===== src/rtl/tmr8_pkg.sv =====
package tmr8_pkg;
  localparam int unsigned DW    = 8;
  localparam int unsigned AW    = 3;
  localparam int unsigned NFLAG = 3;
  localparam int unsigned FLAG_A   = 0;
  localparam int unsigned FLAG_B   = 1;
  localparam int unsigned FLAG_OVF = 2;

  localparam logic [AW-1:0] ADDR_CTRL = 3'd0;
  localparam logic [AW-1:0] ADDR_STAT = 3'd1;
  localparam logic [AW-1:0] ADDR_CNT  = 3'd2;
  localparam logic [AW-1:0] ADDR_CA   = 3'd3;
  localparam logic [AW-1:0] ADDR_CB   = 3'd4;

  typedef enum logic [1:0] {
    ACT_KEEP   = 2'b00,
    ACT_LOW    = 2'b01,
    ACT_HIGH   = 2'b10,
    ACT_TOGGLE = 2'b11
  } pin_act_e;

  typedef struct packed {
    logic       adte;
    logic [1:0] cap_edge;
    logic       cap_en;
    pin_act_e   act_b;
    pin_act_e   act_a;
  } ctrl_t;
endpackage


===== src/rtl/tmr8_edge_sync.sv =====
module tmr8_edge_sync #(
  parameter int unsigned STAGES = 2
) (
  input  logic clk_i,
  input  logic rst_ni,
  input  logic pin_i,
  output logic rise_o,
  output logic fall_o
);
  // sh_q[STAGES-1] is the synchronised level, sh_q[STAGES] its previous value
  logic [STAGES:0] sh_q;

  always_ff @(posedge clk_i or negedge rst_ni) begin
    if (!rst_ni) sh_q <= '0;
    else         sh_q <= {sh_q[STAGES-1:0], pin_i};
  end

  assign rise_o = sh_q[STAGES-1] & ~sh_q[STAGES];
  assign fall_o = ~sh_q[STAGES-1] & sh_q[STAGES];
endmodule


===== src/rtl/tmr8_flag.sv =====
module tmr8_flag (
  input  logic clk_i,
  input  logic rst_ni,
  input  logic set_i,
  input  logic rd_i,
  input  logic wr_i,
  input  logic wbit_i,
  output logic flag_o
);
  logic flag_q, arm_q;

  always_ff @(posedge clk_i or negedge rst_ni) begin
    if (!rst_ni) begin
      flag_q <= 1'b0;
      arm_q  <= 1'b0;
    end else begin
      if (set_i)                         flag_q <= 1'b1;
      else if (wr_i && arm_q && !wbit_i) flag_q <= 1'b0;
      if (wr_i)                          arm_q  <= 1'b0;
      else if (rd_i && flag_q)           arm_q  <= 1'b1;
    end
  end

  assign flag_o = flag_q;


  clr_after_read_chk: assert property (@(posedge clk_i) disable iff (!rst_ni)
    $fell(flag_q) |-> $past(arm_q) && $past(wr_i) && !$past(wbit_i));

  set_wins_chk: assert property (@(posedge clk_i) disable iff (!rst_ni)
    set_i |=> flag_q);
endmodule


===== src/rtl/tmr8_pin.sv =====
module tmr8_pin
  import tmr8_pkg::*;
(
  input  logic     clk_i,
  input  logic     rst_ni,
  input  logic     hit_a_i,
  input  logic     hit_b_i,
  input  pin_act_e act_a_i,
  input  pin_act_e act_b_i,
  output logic     pin_o
);
  pin_act_e act;
  logic     pin_q;

  always_comb begin
    act = ACT_KEEP;
    if (hit_a_i) act = act_a_i;
    if (hit_b_i && act_b_i != ACT_KEEP) act = act_b_i;
  end

  always_ff @(posedge clk_i or negedge rst_ni) begin
    if (!rst_ni) pin_q <= 1'b0;
    else begin
      case (act)
        ACT_LOW:    pin_q <= 1'b0;
        ACT_HIGH:   pin_q <= 1'b1;
        ACT_TOGGLE: pin_q <= ~pin_q;
        default:    pin_q <= pin_q;
      endcase
    end
  end

  assign pin_o = pin_q;


  pin_hold_chk: assert property (@(posedge clk_i) disable iff (!rst_ni)
    !hit_a_i && !hit_b_i |=> $stable(pin_q));

  b_first_chk: assert property (@(posedge clk_i) disable iff (!rst_ni)
    hit_a_i && hit_b_i && act_b_i == ACT_HIGH |=> pin_q);
endmodule


===== src/rtl/cmp_cap_timer8.sv =====
module cmp_cap_timer8
  import tmr8_pkg::*;
#(
  parameter int unsigned SYNC_STAGES = 2
) (
  input  logic          clk_i,
  input  logic          rst_ni,
  input  logic [AW-1:0] addr_i,
  input  logic [DW-1:0] wdata_i,
  input  logic          rd_i,
  input  logic          wr_i,
  output logic [DW-1:0] rdata_o,
  input  logic          tick_i,
  input  logic          cap_i,
  input  logic          ext_trig_i,
  input  logic          trge_i,
  output logic          tmr_o,
  output logic          adc_start_o
);
  ctrl_t            ctrl_q;
  logic [DW-1:0]    cnt_q, cora_q, corb_q, cnt_inc;
  logic [NFLAG-1:0] flag, flag_set;
  logic             wr_ctrl, wr_stat, wr_cnt, wr_ca, wr_cb, rd_stat;
  logic             adv, hit_a, hit_b, wrap, rise, fall, cap_ev, start_q;

  assign wr_ctrl = wr_i && addr_i == ADDR_CTRL;
  assign wr_stat = wr_i && addr_i == ADDR_STAT;
  assign wr_cnt  = wr_i && addr_i == ADDR_CNT;
  assign wr_ca   = wr_i && addr_i == ADDR_CA;
  assign wr_cb   = wr_i && addr_i == ADDR_CB;
  assign rd_stat = rd_i && addr_i == ADDR_STAT;

  // a bus load of the counter beats the tick and never counts as a match
  assign adv     = tick_i && !wr_cnt;
  assign cnt_inc = cnt_q + 1'b1;
  assign hit_a   = adv && cnt_inc == cora_q;
  assign hit_b   = adv && !ctrl_q.cap_en && cnt_inc == corb_q;
  assign wrap    = adv && cnt_q == '1;

  tmr8_edge_sync #(.STAGES(SYNC_STAGES)) u_sync (
    .clk_i, .rst_ni, .pin_i(cap_i), .rise_o(rise), .fall_o(fall)
  );

  always_comb begin
    if (ctrl_q.cap_edge[1])      cap_ev = rise | fall;
    else if (ctrl_q.cap_edge[0]) cap_ev = fall;
    else                         cap_ev = rise;
    cap_ev = cap_ev && ctrl_q.cap_en;
  end

  always_ff @(posedge clk_i or negedge rst_ni) begin
    if (!rst_ni) begin
      ctrl_q  <= '0;
      cnt_q   <= '0;
      cora_q  <= '1;
      corb_q  <= '1;
      start_q <= 1'b0;
    end else begin
      if (wr_ctrl) ctrl_q <= ctrl_t'(wdata_i);
      if (wr_cnt)   cnt_q <= wdata_i;
      else if (adv) cnt_q <= cnt_inc;
      if (wr_ca) cora_q <= wdata_i;
      if (cap_ev)     corb_q <= cnt_q;
      else if (wr_cb) corb_q <= wdata_i;
      start_q <= trge_i && (ctrl_q.adte ? hit_a : ext_trig_i);
    end
  end

  assign flag_set[FLAG_A]   = hit_a;
  assign flag_set[FLAG_B]   = hit_b | cap_ev;
  assign flag_set[FLAG_OVF] = wrap;

  for (genvar g = 0; g < NFLAG; g++) begin : g_flag
    tmr8_flag u_flag (
      .clk_i, .rst_ni,
      .set_i (flag_set[g]),
      .rd_i  (rd_stat),
      .wr_i  (wr_stat),
      .wbit_i(wdata_i[g]),
      .flag_o(flag[g])
    );
  end

  tmr8_pin u_pin (
    .clk_i, .rst_ni,
    .hit_a_i(hit_a), .hit_b_i(hit_b),
    .act_a_i(ctrl_q.act_a), .act_b_i(ctrl_q.act_b),
    .pin_o  (tmr_o)
  );

  always_comb begin
    case (addr_i)
      ADDR_CTRL: rdata_o = ctrl_q;
      ADDR_STAT: rdata_o = {{(DW-NFLAG){1'b0}}, flag};
      ADDR_CNT:  rdata_o = cnt_q;
      ADDR_CA:   rdata_o = cora_q;
      ADDR_CB:   rdata_o = corb_q;
      default:   rdata_o = '0;
    endcase
  end

  assign adc_start_o = start_q;


  count_step_chk: assert property (@(posedge clk_i) disable iff (!rst_ni)
    adv |=> cnt_q == DW'($past(cnt_q) + 1'b1));

  ovf_wrap_chk: assert property (@(posedge clk_i) disable iff (!rst_ni)
    wrap |=> cnt_q == '0 && flag[FLAG_OVF]);

  match_a_chk: assert property (@(posedge clk_i) disable iff (!rst_ni)
    hit_a |=> flag[FLAG_A] && cnt_q == cora_q);

  capture_copy_chk: assert property (@(posedge clk_i) disable iff (!rst_ni)
    cap_ev |=> corb_q == $past(cnt_q) && flag[FLAG_B]);

  adc_gate_chk: assert property (@(posedge clk_i) disable iff (!rst_ni)
    adc_start_o |-> $past(trge_i));

  adc_off_chk: assert property (@(posedge clk_i) disable iff (!rst_ni)
    !trge_i |=> !adc_start_o);
endmodule


===== config.mk =====
export PLATFORM = sky130hd
export DESIGN_NAME = cmp_cap_timer8
export DESIGN_NICKNAME = d
export VERILOG_FILES = /design/src/rtl/tmr8_pkg.sv /design/src/rtl/tmr8_edge_sync.sv /design/src/rtl/tmr8_flag.sv /design/src/rtl/tmr8_pin.sv /design/src/rtl/cmp_cap_timer8.sv
export SDC_FILE = /design/constraint.sdc
export NUM_CORES = 1
export LEC_CHECK = 0
export BUFFER_PORTS_ARGS = -buffer_cell sky130_fd_sc_hd__buf_4
export CORE_MARGIN = 2
export CORE_UTILIZATION = 45
export CTS_CLUSTER_DIAMETER = 50
export DETAILED_ROUTE_END_ITERATION = 8
export PLACE_DENSITY_LB_ADDON = 0.3
export SLEW_MARGIN = 5
export SYNTH_ARGS = -nofsm -noshare
export SYNTH_HDL_FRONTEND = slang
export SYNTH_SLANG_ARGS = --single-unit

===== constraint.sdc =====
create_clock -name clk_i -period 5.4 [get_ports clk_i]
set_input_delay 1.08 -clock clk_i [delete_from_list [all_inputs] [get_ports clk_i]]
set_output_delay 1.08 -clock clk_i [all_outputs]
set_load 0.03 [all_outputs]

==> results <==
- 29 I/O pins were placed.
- The clock period minus final worst setup slack is 3274 ps.
- The critical path goes through buf_4 -> nand2b_1 -> nor2_1 -> nand2_1 -> o21ai_0 -> buf_4.
- The flow ran to the end, and the final reports show no timing, DRC or antenna violations.
- TritonCTS built the clock tree.
- The initial antenna violation count is 0.
- The global-route congestion overflow total is 0.
- In this run the tightest slew margin relative to its limit is between 40% and 50%.
- After detailed routing, the number of vias per cell comes to roughly 5.7.
- The maximum level of the CTS H-tree is 2.
- Synthesis inferred 43 register bits.
- The worst hold path cell count is 0.
- In the finished design, the share of the clock period the worst path needs comes to about three fifths.
- The post-synth design cell area is roughly 0.0026 mm^2.
- The slowest stage of the critical path is the sky130_fd_sc_hd__nor2_1 cell.
- The detailed router placed just over 2k vias in this run.
- The floorplan step set the die width to ~80 um.
- The tree is rooted in a sky130_fd_sc_hd__clkbuf_8.
- The areal power density over the cells is around 470 mW/mm^2.
- The growth of design area from synthesis to finish is 14.59%.
- The post-synthesis cell count is 263.
- STA classifies the critical path endpoint as an output port.
- The total area inside the core boundary comes to ~0.0055 mm^2.
- Summed over all layers, the routed wires come to 5989 um.
- Setup violations remaining at the end of the flow were counted as 0.
- After the first detailed-routing iteration, the DRC count stood at between 100 and 150.
- The path type of the worst min-delay path is reg -> reg.
- The number of different library cells used by synthesis comes to 50.
- The floorplan has 27 rows.
- The layout cell share with drive strength beyond 1 is approximately 27%.
- Across all register-to-register paths, the minimum setup slack is approximately 2900 ps.
- The detail route stage leaves a number of antenna-violating nets equal to 0.
- The floorplan die area is 0.006399 mm^2.
- Once the clock tree was built, the resizer swapped 0 gates to a different size.
- In the layout the commonest cells are sky130_fd_sc_hd__buf_4, sky130_fd_sc_hd__dfrtp_1, sky130_fd_sc_hd__nand2_1.
- The accumulated negative setup slack is 0 ps.
- The congestion estimate from routability-driven global placement came to roughly 0.8.
- The count of flip-flops with a built-in enable after synthesis is 0.
- The count of buffers from port buffering is 28.
- The tool flagged a number of max-cap violations equal to 0.
- The data arrival time of the critical path is about 2200 ps.
- For this run, the slowest stage of the critical path takes roughly 360 ps.
- Static timing analysis puts the maximum clock frequency at a little over 300 MHz.
- At the pin with the least slew margin, the transition time is around 900 ps.
- The global routing usage summed across all routing layers is a little over a fifth.
- The number of global-route vias before repair is approximately 1.9k.
- The Yosys warning count is 0.
- In the final design database the tool counted between 300 and 400 nets.
- The most numerous cell type found on the critical path is sky130_fd_sc_hd__buf_4.
- The first global-routing pass estimated 10050 um of wire.
- For this run, design rule violations remaining after detail routing come to 0.
- Summed over all cells, the static leakage comes to 1.218 nW.
- Setup repair after global routing left no endpoint under its margin.
- The worst path meets setup with approximately 2100 ps of slack.
- Sorting the synthesized cells by area gives the leading types as sky130_fd_sc_hd__dfrtp_1, sky130_fd_sc_hd__dfstp_2, sky130_fd_sc_hd__mux2i_1.
- The detailed-routing iteration count for the pre-antenna-repair pass is 4.
- In this run the post-CTS setup repair buffer count came out at 0.
- The number of buffers added by the clock tree synthesis step is 5.
- Timing analysis after detailed placement gives a worst setup slack of between 2000 and 2500 ps.
- The clock transition at the register clock pins on the worst setup and hold paths after CTS is 80 ps.
- Sequential cells were found to cover 42.18% of the synthesized design area.
- The worst-path maximum fanout is 18.
- The repair_antennas step left the layout with diodes totalling 0.
- The number of pins exceeding their max-slew limit in the final report came to 0.
- The depth of the most critical reg-to-reg path is 7.
- Of all flip-flops after synthesis, the portion carrying an async set or reset was 100.0%.
- The number of hold violations in the final report is 0.
- The number of buffers between clock root and the deepest sink is 2.
- The number of hold-repair buffers added at the cts stage is 0.
- The placed wire-length estimate after detailed placement is between 4000 and 5000 um.
- The clock net in this run drives a total of 43 sinks.
- The later pin in the worst-skew pair is clocked with a latency of 300 ps.
- The wire length per cell is around 17 um.
- The required arrival time at the worst endpoint is 4320 ps.
- IR analysis of the VDD net gives a maximum drop of around 180 uV.
- Entering global routing, the biggest net connects 44 pins.
- For this run, the leading register cell type out of synthesis is sky130_fd_sc_hd__dfrtp_1.
- The most common cell after layout, fill and taps aside is sky130_fd_sc_hd__buf_4.
- The worst setup path is of the in -> out kind.
- The setup clock skew after layout is roughly 6.0 ps.
- The die span in y is around 80 um.
- The critical path startpoint category is an input port.
- The initial standard-cell utilization of the core is between 40% and 50%.
- The per-instance average area after synthesis is between 9 and 10 um^2.
- The largest total area in the synthesized netlist belongs to sky130_fd_sc_hd__dfrtp_1.
- Synthesis produced a netlist with a net count of 285.
- The area fraction of the dominant cell type after synthesis is roughly 26%.
-- cells in the mapped netlist (2+ instances only) --
master / n
sky130_fd_sc_hd__nand2b_1: 2
sky130_fd_sc_hd__a21oi_1: 12
sky130_fd_sc_hd__o31ai_1: 2
sky130_fd_sc_hd__o2111ai_1: 2
sky130_fd_sc_hd__nand2_1: 24
sky130_fd_sc_hd__xor2_1: 9
sky130_fd_sc_hd__inv_1: 7
sky130_fd_sc_hd__and4_1: 2
sky130_fd_sc_hd__mux2_2: 16
sky130_fd_sc_hd__nand3_1: 2
sky130_fd_sc_hd__mux2i_1: 19
sky130_fd_sc_hd__clkbuf_1: 8
sky130_fd_sc_hd__o21ai_0: 16
sky130_fd_sc_hd__buf_2: 6
sky130_fd_sc_hd__a21o_1: 2
sky130_fd_sc_hd__nor2_1: 23
sky130_fd_sc_hd__nor3_2: 2
sky130_fd_sc_hd__nor3_1: 3
sky130_fd_sc_hd__o22ai_1: 2
sky130_fd_sc_hd__o21a_1: 2
sky130_fd_sc_hd__nor4b_1: 2
sky130_fd_sc_hd__nor2b_1: 2
sky130_fd_sc_hd__nand4_1: 4
sky130_fd_sc_hd__dfrtp_1: 27
sky130_fd_sc_hd__ha_1: 3
sky130_fd_sc_hd__nand3b_1: 4
sky130_fd_sc_hd__xnor2_1: 14
sky130_fd_sc_hd__a31oi_1: 9
sky130_fd_sc_hd__dfstp_2: 16
-- power breakdown --
group | switching, W | total [W] | internal, W | leakage [nW]
combinational | 0.000259 | 0.000503 | 0.000244 | 0.658
clock | 0.000114 | 0.000299 | 0.000184 | 0.0644
sequential | 0.000154 | 0.000607 | 0.000453 | 0.496
-- metrics by stage --
| stage | utilization, % | instance area [um^2] | total power, W | std cells | hold WS (ps) |
|---|---|---|---|---|---|
| floorplan | - | 2599 | 0.0009760 | 263 | 331.2 |
| global placement | 51.29 | 2841 | 0.001098 | 349 | 333.1 |
| detailed placement | 51.29 | 2841 | 0.001111 | 349 | 345.0 |
| CTS | 53.75 | 2978 | 0.001412 | 357 | 364.1 |
| global route | 53.75 | 2978 | 0.001511 | 357 | 368.3 |
| finish | 53.75 | 2978 | 0.001409 | 357 | 358.5 |
-- logic make-up (layout without fill, tap and decap cells) --
group                      after synthesis  in the layout  share of synthesized area (%)
AOI/OAI and AO/OA                       55             55                          13.19
xor gates and xnor gates                23             23                          7.752
adders and majority gates                3              3                          1.445
buffers and inverters                   23             45                          4.045
DFF                                     43             43                          42.18
muxes                                   36             36                          15.12
and+or+nand+nor                         80             80                          16.27
-- path summary, 6_finish.rpt --
check / start / to
worst max-delay path: addr_i[0] / rdata_o[3]
worst min-delay path: u_sync.sh_q[0]$_DFF_PN0_ / u_sync.sh_q[1]$_DFF_PN0_
worst max register to register: cnt_q[0]$_DFFE_PN0P_ / u_pin.pin_o$_DFFE_PN0P_
worst min register to register: u_sync.sh_q[0]$_DFF_PN0_ / u_sync.sh_q[1]$_DFF_PN0_
max in group asynchronous: rst_ni / cora_q[7]$_DFFE_PN1P_
min in group asynchronous: rst_ni / g_flag[2].u_flag.flag_o$_DFFE_PN0P_
-- registers in the layout (all words and copies together) (netlist names) --
signal / flops
cnt_q: 8
cora_q: 8
corb_q: 8
ctrl_q: 8
g_flag.u_flag.arm_q: 3
g_flag.u_flag.flag_o: 3
u_sync.sh_q: 3
adc_start_o: 1
u_pin.pin_o: 1
-- layout make-up --
type / count / area [um^2]
Clock buffer: 5 / 68.82
Clock inverter: 3 / 67.56
Fill cell: 527 / 2562
Inverter: 7 / 26.28
Multi-Input combinational cell: 197 / 1404
Sequential cell: 43 / 1096
Tap cell: 72 / 90.09
Timing Repair Buffer: 30 / 225.2
-- layer usage --
metal	vias up	track usage, %	part of all wire, %
met3	9	4.525	3.3
met5	-	0	0
met2	46	31.67	48
li1	985	-	-
met1	1004	29.53	47
met4	0	6.780	1.7
-- critical path, delay by kind of cell --
| family | cells | cell delay, ps |
|---|---|---|
| buffers and inverters | 2 | 370 |
| AOI/OAI and AO/OA | 1 | 90 |
| and+or+nand+nor | 3 | 650 |
Power figures use the tool's default switching activity.
